`config.mk`:
```
export PLATFORM = sky130hd
export DESIGN_NAME = sap_framer
export DESIGN_NICKNAME = d
export VERILOG_FILES = /design/src/rtl/sap_pkg.sv /design/src/rtl/sap_timing.sv /design/src/rtl/sap_tx.sv /design/src/rtl/sap_rx.sv /design/src/rtl/sap_framer.sv
export SDC_FILE = /design/constraint.sdc
export NUM_CORES = 1
export LEC_CHECK = 0
export CAP_MARGIN = 20
export CELL_PAD_IN_SITES_DETAIL_PLACEMENT = 2
export CELL_PAD_IN_SITES_GLOBAL_PLACEMENT = 2
export CORE_MARGIN = 2
export CORE_UTILIZATION = 39
export CTS_BUF_LIST = sky130_fd_sc_hd__clkbuf_4 sky130_fd_sc_hd__clkbuf_8
export DETAILED_ROUTE_END_ITERATION = 7
export DONT_BUFFER_PORTS = 1
export PLACE_DENSITY_LB_ADDON = 0.1
export SKIP_CTS_REPAIR_TIMING = 1
export SYNTH_ARGS = -nofsm -noshare
export SYNTH_HDL_FRONTEND = slang
export SYNTH_SLANG_ARGS = --single-unit
```
`constraint.sdc`:
```
create_clock -name clk -period 2.4 [get_ports clk]
set_clock_uncertainty 0.15 [all_clocks]
set_input_delay 0.48 -clock clk [delete_from_list [all_inputs] [get_ports clk]]
set_output_delay 0.48 -clock clk [all_outputs]
set_load 0.05 [all_outputs]
```
`src/rtl/sap_pkg.sv`:
```
package sap_pkg;

    typedef enum logic [1:0] {
        FMT_ENH     = 2'b00,
        FMT_ENH_ALT = 2'b01,
        FMT_GAP     = 2'b10,
        FMT_SPLIT   = 2'b11
    } sap_fmt_e;

    typedef enum logic [1:0] {
        ST_SYNC  = 2'd0,
        ST_FRONT = 2'd1,
        ST_BACK  = 2'd2
    } sap_state_e;

    // Position of the first flag inside the back half of an enhanced frame
    localparam int FLAG_LEAD_ZEROS = 7;
    localparam int FLAG_COUNT      = 4;

endpackage

```
`src/rtl/sap_timing.sv`:
```
module sap_timing
    import sap_pkg::*;
#(
    parameter int W = 16
) (
    input  logic                        clk,
    input  logic                        rst_n,
    input  logic                        bit_tick,
    input  sap_fmt_e                    fmt_in,
    output logic [$clog2(4*W)-1:0]      bit_idx,
    output sap_fmt_e                    fmt_cur,
    output logic                        rise_stb,
    output logic                        fall_stb,
    output logic                        frame_start,
    output logic                        sclk,
    output logic                        fsync
);

    localparam int FRAME = 4 * W;
    localparam int CW    = $clog2(FRAME);
    localparam logic [CW-1:0] LAST_BIT  = CW'(FRAME - 1);
    localparam logic [CW-1:0] FRONT_END = CW'(2 * W - 1);
    localparam logic [CW-1:0] BACK_END  = CW'(FRAME - 2);
    localparam logic [CW-1:0] HALF      = CW'(2 * W);

    sap_state_e     state, state_nx;
    logic           phase_hi;
    logic [CW-1:0]  bit_cnt;
    sap_fmt_e       fmt_q;
    logic           sclk_q;
    logic           clk_gated;

    assign rise_stb    = bit_tick & ~phase_hi;
    assign fall_stb    = bit_tick & phase_hi;
    assign frame_start = fall_stb && (state == ST_SYNC);
    assign clk_gated   = (fmt_q == FMT_GAP) && (bit_cnt >= HALF);

    // Next-state decision, evaluated only on falling ticks
    always_comb begin
        state_nx = state;
        if (fall_stb) begin
            unique case (state)
                ST_SYNC:  state_nx = ST_FRONT;
                ST_FRONT: if (bit_cnt == FRONT_END) state_nx = ST_BACK;
                ST_BACK:  if (bit_cnt == BACK_END)  state_nx = ST_SYNC;
                default:  state_nx = ST_SYNC;
            endcase
        end
    end

    // State register
    always_ff @(posedge clk) begin
        if (!rst_n) begin
            state <= ST_SYNC;
        end else begin
            state <= state_nx;
        end
    end

    // Half-period phase, bit counter and frame format latch
    always_ff @(posedge clk) begin
        if (!rst_n) begin
            phase_hi <= 1'b0;
            bit_cnt  <= LAST_BIT;
            fmt_q    <= FMT_ENH;
        end else begin
            if (bit_tick) begin
                phase_hi <= ~phase_hi;
            end
            if (fall_stb) begin
                bit_cnt <= (bit_cnt == LAST_BIT) ? '0 : bit_cnt + 1'b1;
            end
            if (frame_start) begin
                fmt_q <= fmt_in;
            end
        end
    end

    // Output process: serial clock
    always_ff @(posedge clk) begin
        if (!rst_n) begin
            sclk_q <= 1'b0;
        end else if (rise_stb) begin
            sclk_q <= ~clk_gated;
        end else if (fall_stb) begin
            sclk_q <= 1'b0;
        end
    end

    assign sclk    = sclk_q;
    assign fsync   = (state == ST_SYNC);
    assign bit_idx = bit_cnt;
    assign fmt_cur = fmt_q;

    // no clock pulse in the back half of a gapped frame
    assert_gap_no_clock_R4: assert property (@(posedge clk) disable iff (!rst_n)
        (fmt_q == FMT_GAP && bit_cnt >= HALF) |-> !sclk_q);

    // format only moves at a frame start
    assert_fmt_at_boundary_R8: assert property (@(posedge clk) disable iff (!rst_n)
        !$stable(fmt_q) |-> $past(frame_start));

    // clock is low right after a falling tick
    assert_clock_low_after_fall_R2: assert property (@(posedge clk) disable iff (!rst_n)
        $past(fall_stb) |-> !sclk_q);

    // sync is left only through the frame start
    assert_sync_exit_R2: assert property (@(posedge clk) disable iff (!rst_n)
        $fell(fsync) |-> $past(frame_start));

endmodule

```
`src/rtl/sap_tx.sv`:
```
module sap_tx
    import sap_pkg::*;
#(
    parameter int W = 16
) (
    input  logic                        clk,
    input  logic                        rst_n,
    input  logic                        frame_start,
    input  logic                        fall_stb,
    input  logic [$clog2(4*W)-1:0]      bit_idx,
    input  sap_fmt_e                    fmt_in,
    input  logic [W-1:0]                play_left,
    input  logic [W-1:0]                play_right,
    input  logic                        st_int,
    input  logic                        st_cen,
    input  logic                        st_pen,
    input  logic                        st_ovr,
    output logic                        sdo
);

    localparam int FRAME = 4 * W;
    localparam int CW    = $clog2(FRAME);
    localparam int TAIL  = 2 * W - FLAG_LEAD_ZEROS - FLAG_COUNT;
    localparam logic [CW-1:0] QUIET_FROM = CW'(2 * W + FLAG_LEAD_ZEROS + FLAG_COUNT);

    logic [FRAME-1:0]  tx_sh;
    logic [2*W-1:0]    back_word;
    logic              with_flags;

    assign with_flags = (fmt_in == FMT_ENH) || (fmt_in == FMT_ENH_ALT);

    always_comb begin
        if (with_flags) begin
            back_word = {{FLAG_LEAD_ZEROS{1'b0}}, st_int, st_cen, st_pen, st_ovr, {TAIL{1'b0}}};
        end else begin
            back_word = '0;
        end
    end

    // Frame image loaded at frame start, shifted MSB first on falling ticks
    always_ff @(posedge clk) begin
        if (!rst_n) begin
            tx_sh <= '0;
        end else if (frame_start) begin
            tx_sh <= {play_left, play_right, back_word};
        end else if (fall_stb) begin
            tx_sh <= {tx_sh[FRAME-2:0], 1'b0};
        end
    end

    assign sdo = tx_sh[FRAME-1];

    // the data line moves only after a falling tick
    assert_dout_on_fall_R3: assert property (@(posedge clk) disable iff (!rst_n)
        !$stable(sdo) |-> $past(fall_stb));

    // nothing is sent after the flag field
    assert_tail_quiet_R10: assert property (@(posedge clk) disable iff (!rst_n)
        (bit_idx >= QUIET_FROM) |-> !sdo);

endmodule

```
`src/rtl/sap_rx.sv`:
```
module sap_rx
    import sap_pkg::*;
#(
    parameter int W = 16
) (
    input  logic                        clk,
    input  logic                        rst_n,
    input  logic                        rise_stb,
    input  logic [$clog2(4*W)-1:0]      bit_idx,
    input  sap_fmt_e                    fmt_cur,
    input  logic                        sdin,
    output logic [W-1:0]                cap_left,
    output logic                        cap_left_valid,
    output logic [W-1:0]                cap_right,
    output logic                        cap_right_valid
);

    localparam int FRAME = 4 * W;
    localparam int CW    = $clog2(FRAME);
    localparam logic [CW-1:0] HALF      = CW'(2 * W);
    localparam logic [CW-1:0] LEFT_END  = CW'(W - 1);
    localparam logic [CW-1:0] RIGHT_END = CW'(2 * W - 1);

    logic [CW-1:0]  slot_base;
    logic [CW-1:0]  rel_bit;
    logic           in_slot;
    logic [W-1:0]   rx_sh;
    logic [W-1:0]   rx_next;

    assign slot_base = (fmt_cur == FMT_SPLIT) ? HALF : '0;
    assign rel_bit   = bit_idx - slot_base;
    assign in_slot   = rel_bit < HALF;
    assign rx_next   = {rx_sh[W-2:0], sdin};

    always_ff @(posedge clk) begin
        if (!rst_n) begin
            rx_sh           <= '0;
            cap_left        <= '0;
            cap_right       <= '0;
            cap_left_valid  <= 1'b0;
            cap_right_valid <= 1'b0;
        end else begin
            cap_left_valid  <= 1'b0;
            cap_right_valid <= 1'b0;
            if (rise_stb && in_slot) begin
                rx_sh <= rx_next;
                if (rel_bit == LEFT_END) begin
                    cap_left       <= rx_next;
                    cap_left_valid <= 1'b1;
                end
                if (rel_bit == RIGHT_END) begin
                    cap_right       <= rx_next;
                    cap_right_valid <= 1'b1;
                end
            end
        end
    end

    // only one capture channel reported at a time
    assert_one_valid_R7: assert property (@(posedge clk) disable iff (!rst_n)
        $onehot0({cap_left_valid, cap_right_valid}));

    // valid pulses last one clock
    assert_left_pulse_R7: assert property (@(posedge clk) disable iff (!rst_n)
        cap_left_valid |=> !cap_left_valid);

    // a sample only changes alongside its valid pulse
    assert_left_hold_R7: assert property (@(posedge clk) disable iff (!rst_n)
        !$stable(cap_left) |-> cap_left_valid);

    assert_right_hold_R7: assert property (@(posedge clk) disable iff (!rst_n)
        !$stable(cap_right) |-> cap_right_valid);

endmodule

```
`src/rtl/sap_framer.sv`:
```
module sap_framer
    import sap_pkg::*;
#(
    parameter int W = 16
) (
    input  logic          clk,
    input  logic          rst_n,
    input  logic          bit_tick,
    input  logic [1:0]    fmt_sel,
    input  logic [W-1:0]  play_left,
    input  logic [W-1:0]  play_right,
    input  logic          st_int,
    input  logic          st_cen,
    input  logic          st_pen,
    input  logic          st_ovr_left,
    input  logic          st_ovr_right,
    input  logic          ser_din,
    output logic          ser_clk,
    output logic          ser_fsync,
    output logic          ser_dout,
    output logic [W-1:0]  cap_left,
    output logic          cap_left_valid,
    output logic [W-1:0]  cap_right,
    output logic          cap_right_valid
);

    localparam int CW = $clog2(4 * W);

    logic [CW-1:0]  bit_idx;
    sap_fmt_e       fmt_cur;
    sap_fmt_e       fmt_in;
    logic           rise_stb;
    logic           fall_stb;
    logic           frame_start;

    assign fmt_in = sap_fmt_e'(fmt_sel);

    sap_timing #(.W(W)) u_timing (
        .clk         (clk),
        .rst_n       (rst_n),
        .bit_tick    (bit_tick),
        .fmt_in      (fmt_in),
        .bit_idx     (bit_idx),
        .fmt_cur     (fmt_cur),
        .rise_stb    (rise_stb),
        .fall_stb    (fall_stb),
        .frame_start (frame_start),
        .sclk        (ser_clk),
        .fsync       (ser_fsync)
    );

    sap_tx #(.W(W)) u_tx (
        .clk         (clk),
        .rst_n       (rst_n),
        .frame_start (frame_start),
        .fall_stb    (fall_stb),
        .bit_idx     (bit_idx),
        .fmt_in      (fmt_in),
        .play_left   (play_left),
        .play_right  (play_right),
        .st_int      (st_int),
        .st_cen      (st_cen),
        .st_pen      (st_pen),
        .st_ovr      (st_ovr_left | st_ovr_right),
        .sdo         (ser_dout)
    );

    sap_rx #(.W(W)) u_rx (
        .clk             (clk),
        .rst_n           (rst_n),
        .rise_stb        (rise_stb),
        .bit_idx         (bit_idx),
        .fmt_cur         (fmt_cur),
        .sdin            (ser_din),
        .cap_left        (cap_left),
        .cap_left_valid  (cap_left_valid),
        .cap_right       (cap_right),
        .cap_right_valid (cap_right_valid)
    );

endmodule

```
# Yosys cells after proc, flatten, opt, wreduce, memory -nomap -nowiden
# Index checks and enable logic that the tools add are counted.
[totals] wordCells=56 output_inout_bits=37 latchBits=0 ram_bits=0 romBits=0 in_bits=43 ff_bits=125 memories=0
[classes] addsub=2 n_mux=12 div_mod_pow=0 n_eq_ne=12 reduce_logical=12 bitwise=5 magnitude_cmp=2 n_shift=0 n_mul=0
[ops] op="64-bit two-way mux" n=2
[ops] op="25-bit two-way mux" n=1
[ops] op="6-bit by 5-bit equality test with 1-bit output (second input constant)" n=2
[ops] op="6-bit equality test (second input constant)" n=2
[ops] op="6-bit two-way mux" n=2
[ops] op="6-bit by 1-bit adder with 6-bit output (second input constant)" n=1
[ops] op="2-bit equality test (second input constant)" n=3
[ops] op="6-bit by 4-bit equality test with 1-bit output (second input constant)" n=1
[ops] op="6-bit greater-or-equal comparator (second input constant)" n=1
[ops] op="6-bit < comparator (second input constant)" n=1
[ops] op="2-bit one-hot mux with 3 select lines" n=1
[ops] op="2-bit AND reduction" n=3
[ops] op="6-bit subtractor" n=1
[ops] op="2-bit by 1-bit equality test with 1-bit output (second input constant)" n=2
[ops] op="2-bit zero test" n=2
[ops] op="1-bit two-way mux" n=4
[ops] op="2-bit two-way mux" n=2
[ops] op="2-bit by 1-bit != test with 1-bit output (second input constant)" n=2
[ops] op="2-bit nonzero test" n=2
[ops] op="1-bit logical AND" n=3
[ops] op="3-bit AND reduction" n=1
[ops] op="1-bit bitwise AND" n=2
[ops] op="1-bit NOT" n=2
[ops] op="1-bit logical OR" n=1
[ops] op="1-bit OR" n=1

# Longest topological paths before layout
# Gate-level depths: netlist (run 1).
[logic_depth] word_depth=6 depth_mapped=6 mapped_depth_nobuf=4

# By module
# Synthesis (run 1) repeated with hierarchy kept, for this count alone.
[hier_totals] cells_unflattened=463 hier_area_um2=4473.0
[modules_own_cells] mod="sap_rx" area_per_inst_um2=2004.4 cells_each=205 seq_area_each_um2=980.9 instances=1
[modules_own_cells] mod="sap_tx" area_per_inst_um2=1863.0 cells_each=186 seq_area_each_um2=860.8 instances=1
[modules_own_cells] mod="sap_timing" area_per_inst_um2=599.3 cells_each=71 seq_area_each_um2=240.2 instances=1
[modules_own_cells] mod="sap_framer" area_per_inst_um2=6.3 cells_each=1 seq_area_each_um2=0.0 instances=1

# Worst setup path before layout (run 1)
# OpenSTA, ideal clock, no wires.
[synth_path] path_kind="register to output" start="reg u_timing.state[0]" end="out ser_fsync" setup_slack_ps=287 required_time_ps=1770 path_buffers=2 stages_incl_launch_ff=5 arrival_ps=1483 path_cell_list="dfxtp_1 > clkbuf_1 > or2_2 > clkinv_1 > clkbuf_1"
[synth_between] elab_chain_cells=1
[synth_rtl] item="start: declaration" line="sap_timing.sv:26" rtl="sap_state_e state, state_nx;"
[synth_rtl] item="start signal: assignment" line="sap_timing.sv:56" rtl="state <= state_nx;"
[synth_rtl] item="2-bit zero test" line="sap_timing.sv:91" rtl="assign fsync = (state == ST_SYNC);"
[synth_rtl] item="end: declaration" line="sap_framer.sv:19" rtl="output logic ser_fsync,"
# No other way between the ends.

# Worst setup path after layout (run 1)
[layout_path] start="reg u_timing.bit_cnt[0] (netlist: u_timing.bit_idx[0])" end="reg u_rx.cap_left[0]"
[layout_between] elab_chain_cells=4 word_cells_on_any_way=5 classes_between="1 x add/sub; 1 x order compare; 1 x eq/ne; 2 x reduce/logical"
[layout_rtl] item="start: declaration" line="sap_timing.sv:28" rtl="logic [CW-1:0] bit_cnt;"
[layout_rtl] item="start signal: assignment" line="sap_timing.sv:71" rtl="bit_cnt <= (bit_cnt == LAST_BIT) ? '0 : bit_cnt + 1'b1;"
[layout_rtl] item="6-bit subtractor *" line="sap_rx.sv:31" rtl="assign rel_bit = bit_idx - slot_base;"
[layout_rtl] item="6-bit < comparator" line="sap_rx.sv:32" rtl="assign in_slot = rel_bit < HALF;"
[layout_rtl] item="1-bit logical AND" line="sap_rx.sv:45" rtl="if (rise_stb && in_slot) begin"
[layout_rtl] item="2-bit AND reduction (no line) *"
[layout_rtl] item="end signal: assignment" line="sap_rx.sv:48" rtl="cap_left <= rx_next;"
[layout_rtl] item="end: declaration" line="sap_rx.sv:12" rtl="output logic [W-1:0] cap_left,"
# Every way passes the cells marked *; elsewhere a longest branch is shown, timed or not.
# A chain may end at the register's enable or synchronous reset.

==> qor.csv, run 1 <==
metric,value,unit
Initial Util,40.3,%
CTS Buf Count,9,
leakage power,1.69,nW
Critical Path AT,2.24,ns
detailed placer's ending HPWL,6910,um
Area growth syn-to-layout,8.20,%
die outline width,108,um
total count of max-transition violations in the final report,0,
Clock Latency Late Sink,0.37,ns
number of global-route vias before repair,3338,
CTS tree,done,
number of enable flip-flop cells after synthesis,0,
antenna diode count,0,
Top Ports,80,
Min-Delay Path Depth,1,
Crit Path Class,reg2reg,
global-route usage over all layers,18.1,%
element type at the critical path end,flop,
global-route wire length before repair,16700,um
final critical-path share of the clock period,89.1,%
clock network fraction of design power,39.5,%
total negative setup slack,0,ns
standard cell core area,10400,sq um
relative slew slack,63.1,%
number of detailed-routing iterations run before antenna repair,4,
most common flop cell mapped by yosys,dfxtp_1,
total DRC errors in the routed layout,0,
Sw Pwr,0.000790,W
number of endpoints with negative hold slack in the final report,0,
area enclosed by the die boundary,11600,sq um
cell area power density,747,nW/um^2
number of standard-cell rows in the floorplan,37,
root buffer cell,clkbuf_8,
number of buffers and inverters on the critical path,0,
ordered list of cells on the worst path,ha_1 -> and4b_1 -> or4b_4 -> mux2i_1,
DR WL/cell,17.3,um
maximum number of pins on one net before global-route repair,70,
class of the tightest hold or removal check,in2reg,
# Max-Cap Violations,0,
"Req. time, crit path",2.50,ns
distinct cell type count after synthesis,43,
critical path's slowest cell,or4b_4,
count of buffers inserted at the top-level ports,0,
count of final setup violators,0,
total gr overflow,0,
critical path depth,4,
Die Y-Extent,108,um
Worst-Margin Slew,0.553,ns
"Avg Cell Area, Syn",9.03,sq um
"commonest non-fill, non-tap cells in the layout","nand2_1, dfxtp_1, mux2i_1, nor2_1, a311oi_1",
largest incremental delay on the critical path,0.65,ns
count of mapped cells out of synthesis,463,
clock transition time at the flip-flop clock pins of the worst setup and hold paths,0.09,ns
Sinks on Clock Net,104,
total internal power,0.00259,W
via count,3227,
Highest Clock Rate,468,MHz
placer's final routability congestion estimate,0.764,
number of routed nets with antenna violations,0,
final period demand of the worst path,2.14,ns
proportion of power drawn by flip-flops and latches,53.8,%
Final #Nets,493,
Synth Register Bits,104,
fraction of the yosys area taken by sequential cells,49.8,%
# fillers,1171,
worst vdd ir,0.343,mV
Post-Synthesis Cell Area,4180,sq um
Yosys Warn Count,0,
switching portion of total power,23.4,%
logic depth of the worst register-to-register path,4,
family of cells with the greatest summed delay on the critical path,simple AND/OR/NAND/NOR gates,
number of nets produced by synthesis,509,
total wire length after detailed routing,10200,um
setup repair after global routing missed its margin,false,
number of antenna violations at the first check in global routing,0,
most common library cell in the layout ignoring fill and taps,nand2_1,
worst hold slack,0.0442,ns
buffer levels on the longest clock path,2,
combinational fraction of design power,6.7,%
top fanout value on the critical path,16,
run status,"complete, no violations",
"FFs w/ async S/R, synth",0,%
drt first-iter violations,98,
vias per cell,5.49,
fraction of final layout cells with drive strength greater than 1,7.30,%
startpoint class of the critical path,flop,
H-tree depth reported by CTS,3,
## routing by layer
layer / wire, um / global-route usage [%]
met5: 0 / 0
met1: 4600 / 22.9
met3: 662 / 6.11
met4: 108 / 5.49
met2: 4820 / 29.2
## cell usage after synthesis, types with 3 or more instances
cell	number	area share [%]
and3_1	3	0.45
dfxtp_1	104	50
o211ai_1	4	0.72
nor4b_1	3	0.63
nand2b_1	3	0.45
o21ai_0	5	0.60
clkbuf_1	26	2.3
nand3_1	8	0.96
mux2i_1	47	11
a211oi_1	3	0.54
inv_1	5	0.45
a311oi_1	32	6.7
nor2_1	44	4.0
buf_1	3	0.27
nand2_1	123	11
a21oi_1	8	0.96
ha_1	3	0.90
a22oi_1	7	1.3
nor3_1	4	0.48
## area by class of cell
type,instances,area [sq um],area share [%]
Tap cell,136,170,3.76
Inverter,6,22.5,0.498
Timing Repair Buffer,8,85.1,1.88
Multi-Input combinational cell,318,1910,42.3
Clock buffer,11,145,3.21
Sequential cell,104,2080,46.0
Clock inverter,5,104,2.30
## sequential cells by signal (all words and copies together) (netlist names)
name	count
u_rx.rx_sh	15
u_timing.fmt_cur	2
u_rx.cap_left_valid	1
u_rx.cap_right	16
u_rx.cap_left	16
u_timing.phase_hi	1
u_rx.cap_right_valid	1
u_timing.sclk	1
u_timing.bit_idx	6
u_timing.state	2
u_tx.tx_sh	43
## power by group through the flow
stage	Clock [W]	Sequential, W	Combinational, W
after floorplan	0	0.00184	0.000193
after global placement	0	0.00186	0.000221
after detailed placement	0	0.00186	0.000232
after CTS	0.00137	0.00182	0.000232
after global routing	0.00145	0.00183	0.000258
final	0.00133	0.00182	0.000227
## worst paths after layout
| check | startpoint | endpoint | slack, ns |
|---|---|---|---|
| min | rst_n | u_timing.bit_idx[2] | 0.04 |
| min reg2reg | u_tx.tx_sh[21] | u_tx.tx_sh[21] | 0.32 |
| max reg2reg | u_timing.bit_idx[0] | u_rx.cap_left[0] | 0.26 |
| max | u_timing.bit_idx[0] | u_rx.cap_left[0] | 0.26 |
## logic make-up after synthesis
group | count (synthesis) | share of synthesized area [%]
fa+ha+maj | 3 | 0.898
compound gates | 65 | 12.2
xor+xnor | 1 | 0.210
simple gates | 202 | 21.1
buf+inv | 41 | 4.58
flops | 104 | 49.8
mux | 47 | 11.3
## worst reg2reg max path, delay by kind of cell, from the launching register on
kind,cells,cell delay [ns]
multiplexers,1,0.18
adder cells (fa/ha/maj),1,0.34
AND/OR/NAND/NOR,2,0.89
flip-flops,1,0.46
## metrics by stage
step | utilization [%] | total power (W) | instance area (sq um) | cells | setup slack [ns]
finish | 43.6 | 0.00338 | 4520 | 588 | 0.262
global route | 43.6 | 0.00353 | 4520 | 588 | 0.0460
CTS | 43.6 | 0.00342 | 4520 | 588 | 0.252
detailed placement | 41.2 | 0.00209 | 4270 | 572 | 0.292
global placement | 41.2 | 0.00208 | 4270 | 572 | 0.388
floorplan | - | 0.00204 | 4180 | 463 | 0.287
Note: power is estimated with default switching activity, not from simulation.
==> inputs of run 2 (changes only) <==
CORE_UTILIZATION = 41   (was 39)
SYNTH_HIERARCHICAL = 1   (was unset)
==> qor.csv, run 2 <==
metric,value,unit
total count of max-transition violations in the final report,0,
met3 demand-to-capacity share in global routing,5.18,%
detailed placer's ending HPWL,7270,um
number of global-route vias before repair,3462,
ordered list of cells on the worst path,and3_1 -> o2111ai_4 -> mux2i_1,
critical path's slowest cell,dfxtp_1,
setup repair after global routing missed its margin,false,
most common library cell in the layout ignoring fill and taps,dfxtp_1,
most common cell in the netlist,dfxtp_1,
number of antenna violations at the first check in global routing,0,
total wire length after detailed routing,10800,um
final period demand of the worst path,2.12,ns
proportion of power drawn by flip-flops and latches,57.2,%
maximum number of pins on one net before global-route repair,101,
launch instance of the worst register-to-register path,u_timing/bit_idx[5],
combinational fraction of design power,7.2,%
sink of the worst hold path,u_timing/bit_idx[4],
total internal power,0.00240,W
root buffer cell,clkbuf_8,
H-tree depth reported by CTS,3,
post-synth top area cell,dfxtp_1,
Critical Path AT,2.26,ns
fraction of final layout cells with drive strength greater than 1,6.46,%
die outline width,108,um
most common flop cell mapped by yosys,dfxtp_1,
number of endpoints with negative hold slack in the final report,0,
distinct cell type count after synthesis,41,
Sinks on Clock Net,104,
Area growth syn-to-layout,4.53,%
count of mapped cells out of synthesis,463,
count of buffers inserted at the top-level ports,0,
fraction of the yosys area taken by sequential cells,46.5,%
number of enable flip-flop cells after synthesis,0,
Final #Nets,490,
antenna diode count,0,
total DRC errors in the routed layout,0,
class of the tightest hold or removal check,in2reg,
Clock Latency Late Sink,0.37,ns
startpoint class of the critical path,flop,
multi-input logic area,2110,sq um
clock transition time at the flip-flop clock pins of the worst setup and hold paths,0.10,ns
run status,"complete, no violations",
CTS Buf Count,9,
# Max-Cap Violations,0,
Synth Register Bits,104,
area fraction of the dominant cell type after synthesis,46.5,%
Post-Synthesis Cell Area,4470,sq um
largest incremental delay on the critical path,0.58,ns
Largest register FFs,43,
number of detailed-routing iterations run before antenna repair,4,
placer's final routability congestion estimate,0.707,
"commonest non-fill, non-tap cells in the layout","dfxtp_1, mux2i_1, nand2_1, a21oi_1, o21ai_0",
hold wc startpoint,rst_n,
global-route wire length before repair,17500,um
CTS tree,done,
switching portion of total power,24.8,%
Largest regs,"u_tx/tx_sh x43, u_rx/cap_left x16, u_rx/cap_right x16",
count of final setup violators,0,
Yosys Warn Count,6,
drt first-iter violations,170,
"Req. time, crit path",2.54,ns
buffer levels on the longest clock path,2,
element type at the critical path end,flop,
number of nets produced by synthesis,509,
post-detailed-placement cell area,4470,sq um
# fillers,1158,
global-route usage over all layers,18.9,%
terminus of the critical flop-to-flop path,u_rx/cap_left[3],
Crit Path Class,reg2reg,
Highest Clock Rate,471,MHz
routing layer with the top usage in global route,met2,
top fanout value on the critical path,16,
register name with the most flops,u_tx/tx_sh,
leakage power,1.75,nW
relative slew slack,45.2,%
top cells by instance count after synthesis,"dfxtp_1, mux2i_1, nand2_1",
"Avg Cell Area, Syn",9.66,sq um
logic depth of the worst register-to-register path,3,
Initial Util,41.6,%
final critical-path share of the clock period,88.5,%
sequential cell area,2080,sq um
total gr overflow,0,
vias per cell,5.56,
worst vdd ir,0.245,mV
DR WL/cell,18.4,um
area enclosed by the die boundary,11800,sq um
total negative setup slack,0,ns
clock network fraction of design power,35.6,%
"Non-Filler Cell Area, Final",4680,sq um
global routing usage on met2,31.9,%
Worst-Margin Slew,0.822,ns
number of routed nets with antenna violations,0,
top area cells in the synthesized netlist,"dfxtp_1, mux2i_1, a21oi_1",
worst setup slack for register-to-register paths,0.28,ns
"FFs w/ async S/R, synth",0,%
Die Y-Extent,108,um
cell area power density,682,nW/um^2
number of standard-cell rows in the floorplan,38,
met1 GRT Util,24.0,%
standard cell core area,10700,sq um
Sw Pwr,0.000791,W
Min-Delay Path Depth,1,
via count,3276,
Top Ports,80,
-- run 2: logic make-up (layout without fill, tap and decap cells) --
kind of cell | count (synthesis) | in the layout | share of synthesized area [%]
flip-flops | 104 | 104 | 46.5
AND/OR/NAND/NOR | 102 | 102 | 10.5
multiplexers | 76 | 76 | 17.0
XOR/XNOR | 1 | 1 | 0.196
adder cells (fa/ha/maj) | 3 | 3 | 0.839
buffers and inverters | 44 | 30 | 6.24
AO/OA/AOI/OAI | 133 | 133 | 18.7
-- run 2: metal layers --
metal | share of wire, % | vias up | wire, um
met5 | 0 | - | 0
met4 | 0.94 | 0 | 102
met3 | 4.5 | 10 | 483
met2 | 49 | 47 | 5310
met1 | 46 | 1611 | 4940
li1 | - | 1608 | -
-- run 2: worst max-delay path by stage --
stage / end / startpoint / slack, ns / cells after the start
global route: u_rx/cap_right[5] / u_timing/bit_idx[5] / 0.11 / 3
finish: u_rx/cap_left[3] / u_timing/bit_idx[5] / 0.28 / 3
detailed placement: u_rx/cap_left[8] / u_timing/bit_idx[5] / 0.27 / 3
floorplan: u_rx/rx_sh[10] / bit_tick / 0.65 / 6
global placement: u_rx/cap_left[7] / u_timing/bit_idx[5] / 0.40 / 3
CTS: u_rx/cap_left[3] / u_timing/bit_idx[5] / 0.25 / 3
-- run 2: area by class of cell --
cell class / instances / area share [%]
multi-input cells: 315 / 45.2
flip-flops and latches: 104 / 44.5
well taps: 140 / 3.75
clock buffers: 12 / 3.26
repair buffers: 6 / 1.50
clock inverters: 4 / 1.15
inverters: 8 / 0.642
-- run 2: through the flow --
step | power, W | util [%] | instances | hold slack [ns] | setup WS, ns
after floorplan | 0.00207 | - | 463 | 0.299 | 0.647
after global placement | 0.00208 | 41.6 | 573 | 0.312 | 0.396
after detailed placement | 0.00209 | 41.6 | 573 | 0.315 | 0.267
after CTS | 0.00324 | 43.5 | 589 | 0.0150 | 0.252
after global routing | 0.00336 | 43.5 | 589 | 0.0158 | 0.115
final | 0.00319 | 43.5 | 589 | 0.0477 | 0.276
-- run 2: critical path, delay by kind of cell, from the launching register on --
family	cells	cell delay (ns)
muxes	1	0.33
AOI/OAI and AO/OA	1	0.47
and+or+nand+nor	1	0.52
DFF	1	0.58
-- run 2: power groups by stage --
| stage | registers [W] | clock network, W | logic (W) |
|---|---|---|---|
| floorplan | 0.00185 | 0 | 0.000219 |
| global placement | 0.00186 | 0 | 0.000223 |
| detailed placement | 0.00186 | 0 | 0.000231 |
| CTS | 0.00182 | 0.00118 | 0.000233 |
| global route | 0.00183 | 0.00127 | 0.000257 |
| finish | 0.00182 | 0.00114 | 0.000231 |
